$ cat config.mk
export PLATFORM = sky130hd
export DESIGN_NAME = rel_branch_unit
export DESIGN_NICKNAME = d
export VERILOG_FILES = /design/src/rtl/brch_pkg.sv /design/src/rtl/brch_cond_decode.sv /design/src/rtl/brch_target_calc.sv /design/src/rtl/brch_cycle_count.sv /design/src/rtl/rel_branch_unit.sv
export SDC_FILE = /design/constraint.sdc
export NUM_CORES = 1
export LEC_CHECK = 0
export BUFFER_PORTS_ARGS = -buffer_cell sky130_fd_sc_hd__buf_2
export CORE_UTILIZATION = 40
export DETAILED_ROUTE_END_ITERATION = 8
export PLACE_DENSITY = 0.68
export SETUP_SLACK_MARGIN = 0.3
export SYNTH_ARGS = -nofsm -noshare
export SYNTH_HDL_FRONTEND = slang
export SYNTH_SLANG_ARGS = --single-unit
$ cat constraint.sdc
create_clock -name clk -period 1.5 [get_ports clk]
set_clock_uncertainty 0.2 [all_clocks]
set_input_delay 0.225 -clock clk [delete_from_list [all_inputs] [get_ports clk]]
set_output_delay 0.225 -clock clk [all_outputs]
set_load 0.01 [all_outputs]
$ cat src/rtl/brch_pkg.sv
package brch_pkg;

   typedef enum logic [1:0] {
      FLG_SIGN  = 2'b00,
      FLG_OVF   = 2'b01,
      FLG_CARRY = 2'b10,
      FLG_ZERO  = 2'b11
   } flag_sel_e;

   typedef struct packed {
      logic n;
      logic v;
      logic z;
      logic c;
   } flags_t;

   localparam logic [4:0] BRANCH_SIG = 5'b10000;

endpackage

$ cat src/rtl/brch_cond_decode.sv
module brch_cond_decode
   import brch_pkg::*;
#(
   parameter int OP_W = 8
) (
   input  logic [OP_W-1:0] opcode,
   input  flags_t          flags,
   output logic            legal,
   output logic            cond_met
);
   localparam int SEL_HI  = OP_W - 1;
   localparam int SEL_LO  = OP_W - 2;
   localparam int POL_BIT = OP_W - 3;
   localparam int SIG_W   = OP_W - 3;

   generate
      if (OP_W != 8) begin : g_bad_width
         $error("brch_cond_decode: OP_W must be 8");
      end
   endgenerate

   flag_sel_e sel;
   logic      picked;

   always_comb begin
      sel   = flag_sel_e'(opcode[SEL_HI:SEL_LO]);
      legal = (opcode[SIG_W-1:0] == BRANCH_SIG);
      unique case (sel)
         FLG_SIGN:  picked = flags.n;
         FLG_OVF:   picked = flags.v;
         FLG_CARRY: picked = flags.c;
         FLG_ZERO:  picked = flags.z;
         default:   picked = 1'b0;
      endcase
      cond_met = legal && (picked == opcode[POL_BIT]);
   end

endmodule

$ cat src/rtl/brch_target_calc.sv
module brch_target_calc #(
   parameter int PC_W           = 16,
   parameter int DISP_W         = 8,
   parameter int PAGE_BITS      = 8,
   parameter bit CROSS_BY_CARRY = 1'b1
) (
   input  logic [PC_W-1:0]   next_pc,
   input  logic [DISP_W-1:0] disp,
   output logic [PC_W-1:0]   target,
   output logic              page_cross
);
   localparam int EXT_W = PC_W - DISP_W;

   generate
      if (PC_W <= PAGE_BITS) begin : g_bad_page
         $error("brch_target_calc: PC_W must exceed PAGE_BITS");
      end
      if (DISP_W > PC_W) begin : g_bad_disp
         $error("brch_target_calc: DISP_W must not exceed PC_W");
      end
   endgenerate

   logic [PC_W-1:0] disp_ext;

   always_comb begin
      disp_ext = {{EXT_W{disp[DISP_W-1]}}, disp};
      target   = next_pc + disp_ext;
   end

   generate
      if (CROSS_BY_CARRY) begin : g_carry
         if (DISP_W > PAGE_BITS) begin : g_bad_carry
            $error("brch_target_calc: carry variant needs DISP_W <= PAGE_BITS");
         end
         logic [PAGE_BITS:0] low_sum;
         always_comb begin
            low_sum    = {1'b0, next_pc[PAGE_BITS-1:0]} + {1'b0, disp_ext[PAGE_BITS-1:0]};
            page_cross = low_sum[PAGE_BITS] ^ disp[DISP_W-1];
         end
      end else begin : g_compare
         always_comb begin
            page_cross = (target[PC_W-1:PAGE_BITS] != next_pc[PC_W-1:PAGE_BITS]);
         end
      end
   endgenerate

endmodule

$ cat src/rtl/brch_cycle_count.sv
module brch_cycle_count #(
   parameter int CNT_W      = 3,
   parameter int BASE_CYC   = 2,
   parameter int TAKEN_CYC  = 1,
   parameter int CROSS_CYC  = 1
) (
   input  logic             taken,
   input  logic             page_cross,
   output logic [CNT_W-1:0] cycles
);
   localparam int MAX_CYC = BASE_CYC + TAKEN_CYC + CROSS_CYC;
   localparam logic [CNT_W-1:0] BASE_C  = CNT_W'(BASE_CYC);
   localparam logic [CNT_W-1:0] TAKEN_C = CNT_W'(TAKEN_CYC);
   localparam logic [CNT_W-1:0] CROSS_C = CNT_W'(CROSS_CYC);

   generate
      if (MAX_CYC >= (1 << CNT_W)) begin : g_bad_cnt
         $error("brch_cycle_count: CNT_W too narrow for the largest count");
      end
   endgenerate

   always_comb begin
      cycles = BASE_C;
      if (taken) begin
         cycles = cycles + TAKEN_C;
         if (page_cross) begin
            cycles = cycles + CROSS_C;
         end
      end
   end

endmodule

$ cat src/rtl/rel_branch_unit.sv
module rel_branch_unit
   import brch_pkg::*;
#(
   parameter int OP_W           = 8,
   parameter int PC_W           = 16,
   parameter int DISP_W         = 8,
   parameter int PAGE_BITS      = 8,
   parameter int CNT_W          = 3,
   parameter int BASE_CYC       = 2,
   parameter int TAKEN_CYC      = 1,
   parameter int CROSS_CYC      = 1,
   parameter bit CROSS_BY_CARRY = 1'b1
) (
   input  logic              clk,
   input  logic              rst_n,
   input  logic              req_valid,
   input  logic [OP_W-1:0]   req_opcode,
   input  logic              req_flag_n,
   input  logic              req_flag_v,
   input  logic              req_flag_z,
   input  logic              req_flag_c,
   input  logic [DISP_W-1:0] req_disp,
   input  logic [PC_W-1:0]   req_next_pc,
   output logic              rsp_valid,
   output logic              rsp_taken,
   output logic [PC_W-1:0]   rsp_target,
   output logic [CNT_W-1:0]  rsp_cycles,
   output logic              rsp_illegal
);
   localparam int EXT_W = PC_W - DISP_W;
   localparam logic [CNT_W-1:0] NT_CYC   = CNT_W'(BASE_CYC);
   localparam logic [CNT_W-1:0] NEAR_CYC = CNT_W'(BASE_CYC + TAKEN_CYC);
   localparam logic [CNT_W-1:0] FAR_CYC  = CNT_W'(BASE_CYC + TAKEN_CYC + CROSS_CYC);

   flags_t           flags;
   logic             legal;
   logic             cond_met;
   logic [PC_W-1:0]  calc_target;
   logic             page_cross;
   logic [CNT_W-1:0] calc_cycles;
   logic [PC_W-1:0]  final_target;

   assign flags = '{n: req_flag_n, v: req_flag_v, z: req_flag_z, c: req_flag_c};

   brch_cond_decode #(
      .OP_W (OP_W)
   ) u_dec (
      .opcode   (req_opcode),
      .flags    (flags),
      .legal    (legal),
      .cond_met (cond_met)
   );

   brch_target_calc #(
      .PC_W           (PC_W),
      .DISP_W         (DISP_W),
      .PAGE_BITS      (PAGE_BITS),
      .CROSS_BY_CARRY (CROSS_BY_CARRY)
   ) u_tgt (
      .next_pc    (req_next_pc),
      .disp       (req_disp),
      .target     (calc_target),
      .page_cross (page_cross)
   );

   brch_cycle_count #(
      .CNT_W     (CNT_W),
      .BASE_CYC  (BASE_CYC),
      .TAKEN_CYC (TAKEN_CYC),
      .CROSS_CYC (CROSS_CYC)
   ) u_cnt (
      .taken      (cond_met),
      .page_cross (page_cross),
      .cycles     (calc_cycles)
   );

   always_comb begin
      final_target = cond_met ? calc_target : req_next_pc;
   end

   always_ff @(posedge clk or negedge rst_n) begin
      if (!rst_n) begin
         rsp_valid   <= 1'b0;
         rsp_taken   <= 1'b0;
         rsp_target  <= '0;
         rsp_cycles  <= '0;
         rsp_illegal <= 1'b0;
      end else begin
         rsp_valid <= req_valid;
         if (req_valid) begin
            rsp_taken   <= cond_met;
            rsp_target  <= final_target;
            rsp_cycles  <= calc_cycles;
            rsp_illegal <= !legal;
         end
      end
   end

   AST_RSP_FOLLOWS_REQ: assert property (@(posedge clk) disable iff (!rst_n)
      req_valid |=> rsp_valid);
   AST_NO_RSP_WITHOUT_REQ: assert property (@(posedge clk) disable iff (!rst_n)
      !req_valid |=> !rsp_valid);
   AST_NT_CYCLES: assert property (@(posedge clk) disable iff (!rst_n)
      (rsp_valid && !rsp_taken) |-> (rsp_cycles == NT_CYC));
   AST_TAKEN_TARGET: assert property (@(posedge clk) disable iff (!rst_n)
      (req_valid && cond_met) |=> (rsp_target ==
         $past(req_next_pc) + {{EXT_W{$past(req_disp[DISP_W-1])}}, $past(req_disp)}));
   AST_NT_TARGET: assert property (@(posedge clk) disable iff (!rst_n)
      (req_valid && !cond_met) |=> (rsp_target == $past(req_next_pc)));
   AST_NEAR_CYCLES: assert property (@(posedge clk) disable iff (!rst_n)
      (req_valid && cond_met && (calc_target[PC_W-1:PAGE_BITS] == req_next_pc[PC_W-1:PAGE_BITS]))
      |=> (rsp_cycles == NEAR_CYC));
   AST_FAR_CYCLES: assert property (@(posedge clk) disable iff (!rst_n)
      (req_valid && cond_met && (calc_target[PC_W-1:PAGE_BITS] != req_next_pc[PC_W-1:PAGE_BITS]))
      |=> (rsp_cycles == FAR_CYC));
   AST_ILLEGAL_NOT_TAKEN: assert property (@(posedge clk) disable iff (!rst_n)
      (rsp_valid && rsp_illegal) |-> !rsp_taken);
   AST_HOLD_RESULT: assert property (@(posedge clk) disable iff (!rst_n)
      !req_valid |=> ($stable(rsp_taken) && $stable(rsp_target) &&
                      $stable(rsp_cycles) && $stable(rsp_illegal)));

endmodule

# Yosys cells after proc, flatten, opt, wreduce, memory -nomap -nowiden
# Cells that the tools add are included.
# classes
add_sub_neg	2
eq_ne	5
mux	4
n_bitwise	1
n_reduce_logical	3
# op_table
operator	n
16-bit adder	1
16-bit two-way mux	1
8-bit by 8-bit adder with 9-bit output	1
3-bit two-way mux	2
5-bit == test (second input constant)	1
2-bit == test (second input constant)	2
1-bit one-hot mux with 4 select lines	1
2-bit by 1-bit == test with 1-bit output (second input constant)	1
2-bit logical NOT	1
1-bit == test	1
1-bit logical AND	1
1-bit logical NOT	1
1-bit bitwise XOR	1
# word_totals
reg_bits	22
in_bits	39
output_inout_bits	22
word_cells	20

# Logic depth before layout (Yosys ltp)
# logic_depth
word_depth	5
depth_mapped	8
depth_no_buf	8

# By module
# Synthesis repeated with hierarchy kept, for this count alone.
# unflattened
cells_unflattened	186
area_unflattened_um2	1798.0
# by_module_without_submodules
module	n_inst	cells_each	area_per_inst_um2	seq_area_each_um2
rel_branch_unit	1	82	963.4	550.5
brch_target_calc	1	96	768.2	0.0
brch_cond_decode	1	5	50.0	0.0
brch_cycle_count	1	3	16.3	0.0

# Worst setup path before layout
# OpenSTA, ideal clock, no wires.
# synth_path
kind	input-to-reg
start	input port req_disp[0]
end	register rsp_target[14]
setup_time_ns	0.096
arrival_time_ns	2.172
required_time_ns	1.204
setup_slack_ns	-0.967
cell_stages	8
n_path_buf	0
path_cell_list	ha_1 > fa_1 > a21o_1 > a31o_4 > a2111oi_4 > and3b_1 > o21a_1 > o31ai_1
# synth_via
elab_chain_len	2
# synth_rtl
element	line_no	text
from (decl)	rel_branch_unit.sv:22	input logic [DISP_W-1:0] req_disp,
16-bit adder	brch_target_calc.sv:27	target = next_pc + disp_ext;
16-bit two-way mux	rel_branch_unit.sv:78	final_target = cond_met ? calc_target : req_next_pc;
to (signal assigned)	rel_branch_unit.sv:92	rsp_target <= final_target;
to (decl)	rel_branch_unit.sv:26	output logic [PC_W-1:0] rsp_target,
# Every way passes these cells.
# A chain may end at the register's enable or synchronous reset.

# Worst setup path after layout
# layout_path
start	input port req_next_pc[0]
end	register rsp_target[14]
# layout_via
elab_chain_len	2
# layout_rtl
element	line_no	text
from (decl)	rel_branch_unit.sv:23	input logic [PC_W-1:0] req_next_pc,
16-bit adder	brch_target_calc.sv:27	
16-bit two-way mux	rel_branch_unit.sv:78	
# Every way passes these cells.

==> metrics.txt <==
# IOs=61; P_int=1.520 mW; outcome=complete, but fails checks; Final Hold Fails=0; total wire length=6226 um; CTS max path bufs=2; met2 wire length=3197 um; period utilization=149.9%; Syn-to-layout area delta=81.94%; ys flop type=dfrtp_1; row cnt=23; leakage=1.497 nW; wire per inst=16.65 um; failing checks=setup timing; Die H=67.68 um; final net count=380; met3 WL post-DR=370 um; Synth warnings=0; CTS root buffer=clkbuf_8; Total GRT Usage=27.32%; NetSw=0.7350 mW; Peak VDD IR=453.6 uV; Worst Setup End Kind=flip-flop; detailed router's first-iteration violation count=between 100 and 150; clk slew on worst S/H paths=0.09 ns; syn_nets=249; detailed placement HPWL=3861 um; H-tree Lvls=1; Setup WS post-layout=-0.7489 ns; crit path cell chain=buf_8, ha_4, fa_2, a21o_1, a31o_4, a2111oi_4, and3b_1, o21a_1, o31ai_1; Hold/Removal Path Class=in2reg; number of CTS-inserted buffers=3; PortBufs=60; Max-Cap Viols=0; utilization of the core after routing=77.37%; drt pass-1 iters=4; max-slew violations=0; Slew @ Worst Pin=roughly 0.54 ns; RSZ-0062 raised after global routing=yes; clock share of power=26.6%; EDFF count, synth=0; worst-skew pair later-pin latency=roughly 0.28 ns; remaining antenna violation count=0; vias per inst=5.473; first-pass GRT wire length=between 9000 and 10,000 um; Synth Register Bits=22; # DRC=0; CP bufs+invs=1; Critical Path Fanout Max=2; Critical-path top delay cell=a2111oi_4; Initial Utilization=42.52%; Relative slew margins=64.30%; logic gate share of total power=between 40% and 50%; initial antenna violation count=0; DR top layer=met4; via count=2,047; largest net degree at the start of global routing=27; Syn Inst Count=194; Power per Cell Area=718.2 nW/um2; Switching Fraction=32.60%; commonest cells after routing, fill and taps aside=buf_4 (57), buf_2 (51), dfrtp_1 (22), buf_6 (18), a21oi_1 (15); Mean Syn Cell Area=8.894 um2; wl on met1=2430 um; Worst Setup Start Kind=input port; antenna cells=0; Total Power=2.255 mW; critical path class=in2reg; Synth cell types=46; clk sinks=22; vias in the first global route=2,034; sequential element share of the synthesized area=a little under a third; CTS tree=built; placed insts=between 300 and 400; Finish-stage setup viols=19; data required time at the worst endpoint=1.49 ns; share of layout cells above drive strength 1=56.79%; grt ovf=0; fillcell total=272; Mapped Area=1725 um2; Max Freq=444.7 MHz; non-filler cells, final=374; critical path data arrival time=2.24 ns; GP Congestion=a little over 0.8; Die Span X=67.68 um; Critical Path Max Stage Delay=0.39 ns; setup TNS=-8.750 ns; Core Area=just over 4000 um2; CP top delay family=compound AO/OA/AOI/OAI gates; WHS=0.005840 ns; Flop pwr share=just under 30%; most common cell after layout, fill and taps aside=buf_4; min Tclk post-route=2.249 ns; Post-synth ARST share=between 90% and 100%; die area=about 4600 um2
## power groups by stage
stage | logic (mW) | clock network, mW | registers (mW)
floorplan | 0.380 | 0 | 0.695
global placement | 0.706 | 0 | 0.671
detailed placement | 0.719 | 0 | 0.672
CTS | 0.874 | 0.590 | 0.661
global route | 1.07 | 0.628 | 0.668
finish | 0.993 | 0.599 | 0.662
## tightest hold or removal path: stages
cell and delay (ns):
buf_2 0.09, a31oi_1 0.06, o21ai_1 0.07
## cell type report
type                            count  area (um2)  area share [%]
Clock inverter                      1       30.03          0.9566
Multi-Input combinational cell    159        1461           46.55
Clock buffer                        3       41.29           1.315
Timing Repair Buffer              131       950.9           30.29
Inverter                            8       42.54           1.355
Sequential cell                    22       550.5           17.54
Tap cell                           50       62.56           1.993
## synth_stat cells, types with 2 or more instances
cell type	number	share of area, %
a21oi_1	25	7.3
dfrtp_1	22	32
ha_1	15	11
nand2_1	15	3.3
nor2_1	15	3.3
o21ai_0	10	2.9
a21o_1	8	3.5
a31oi_1	7	2.5
inv_1	7	1.5
xnor2_1	6	3.0
xor2_1	6	3.0
clkbuf_1	5	1.1
nand3_1	5	1.5
nor2b_1	5	1.8
nor3_1	3	0.87
o221ai_1	3	1.5
and3b_1	2	1.0
mux2i_1	2	1.2
nand3b_1	2	0.87
o211a_1	2	1.2
o211ai_1	2	0.87
o21a_1	2	0.87
o31ai_1	2	0.87
## layer usage
metal / up-vias / track usage [%]
li1: 979 / -
met1: 962 / 31.04
met2: 84 / 48.64
met3: 22 / 5.068
met4: 0 / 12.77
met5: - / 0
## final timing paths
kind                                start              to  slack, ns  cells after the start
setup reg to reg            rsp_cycles[1]   rsp_cycles[1]       0.33                      3
setup / recovery           req_next_pc[0]  rsp_target[14]      -0.75                      9
hold reg to reg             rsp_target[2]   rsp_target[2]       0.31                      1
min in group asynchronous           rst_n       rsp_valid       0.24                      2
max in group asynchronous           rst_n  rsp_target[10]       0.50                      2
hold / removal             req_next_pc[9]   rsp_target[9]      0.006                      3
## flip-flops by register name, summed over array words and instances (netlist names)
name / count
rsp_target: 16
rsp_cycles: 3
rsp_illegal: 1
rsp_valid: 1
rsp_taken: 1
## through the flow
stage | worst slack, ns | cell area [um2]
after detailed placement | -0.9691 | 2521
after global placement | -0.9568 | 2521
after floorplan | -0.7694 | 1851
after CTS | -0.6700 | 2948
after global routing | -0.8211 | 3139
final | -0.7489 | 3139
## logic make-up after synthesis
logic type	Yosys count	share of synthesized area, %
buffers and inverters	14	3.118
muxes	4	3.118
AOI/OAI and AO/OA	72	28.43
xor gates and xnor gates	12	6.091
adders and majority gates	16	12.04
DFF	22	31.91
and+or+nand+nor	54	15.30
## timing repair
action                                 4_1_cts  5_1_grt
hold buffers                                 3        0
setup endpoints to repair                   41       42
buffers inserted                            15        8
pin swaps                                   27       27
gates resized for setup                     41       25
cloned                                       1        0
endpoints found under the hold margin       24        0
(Power assumes the default switching activity.)
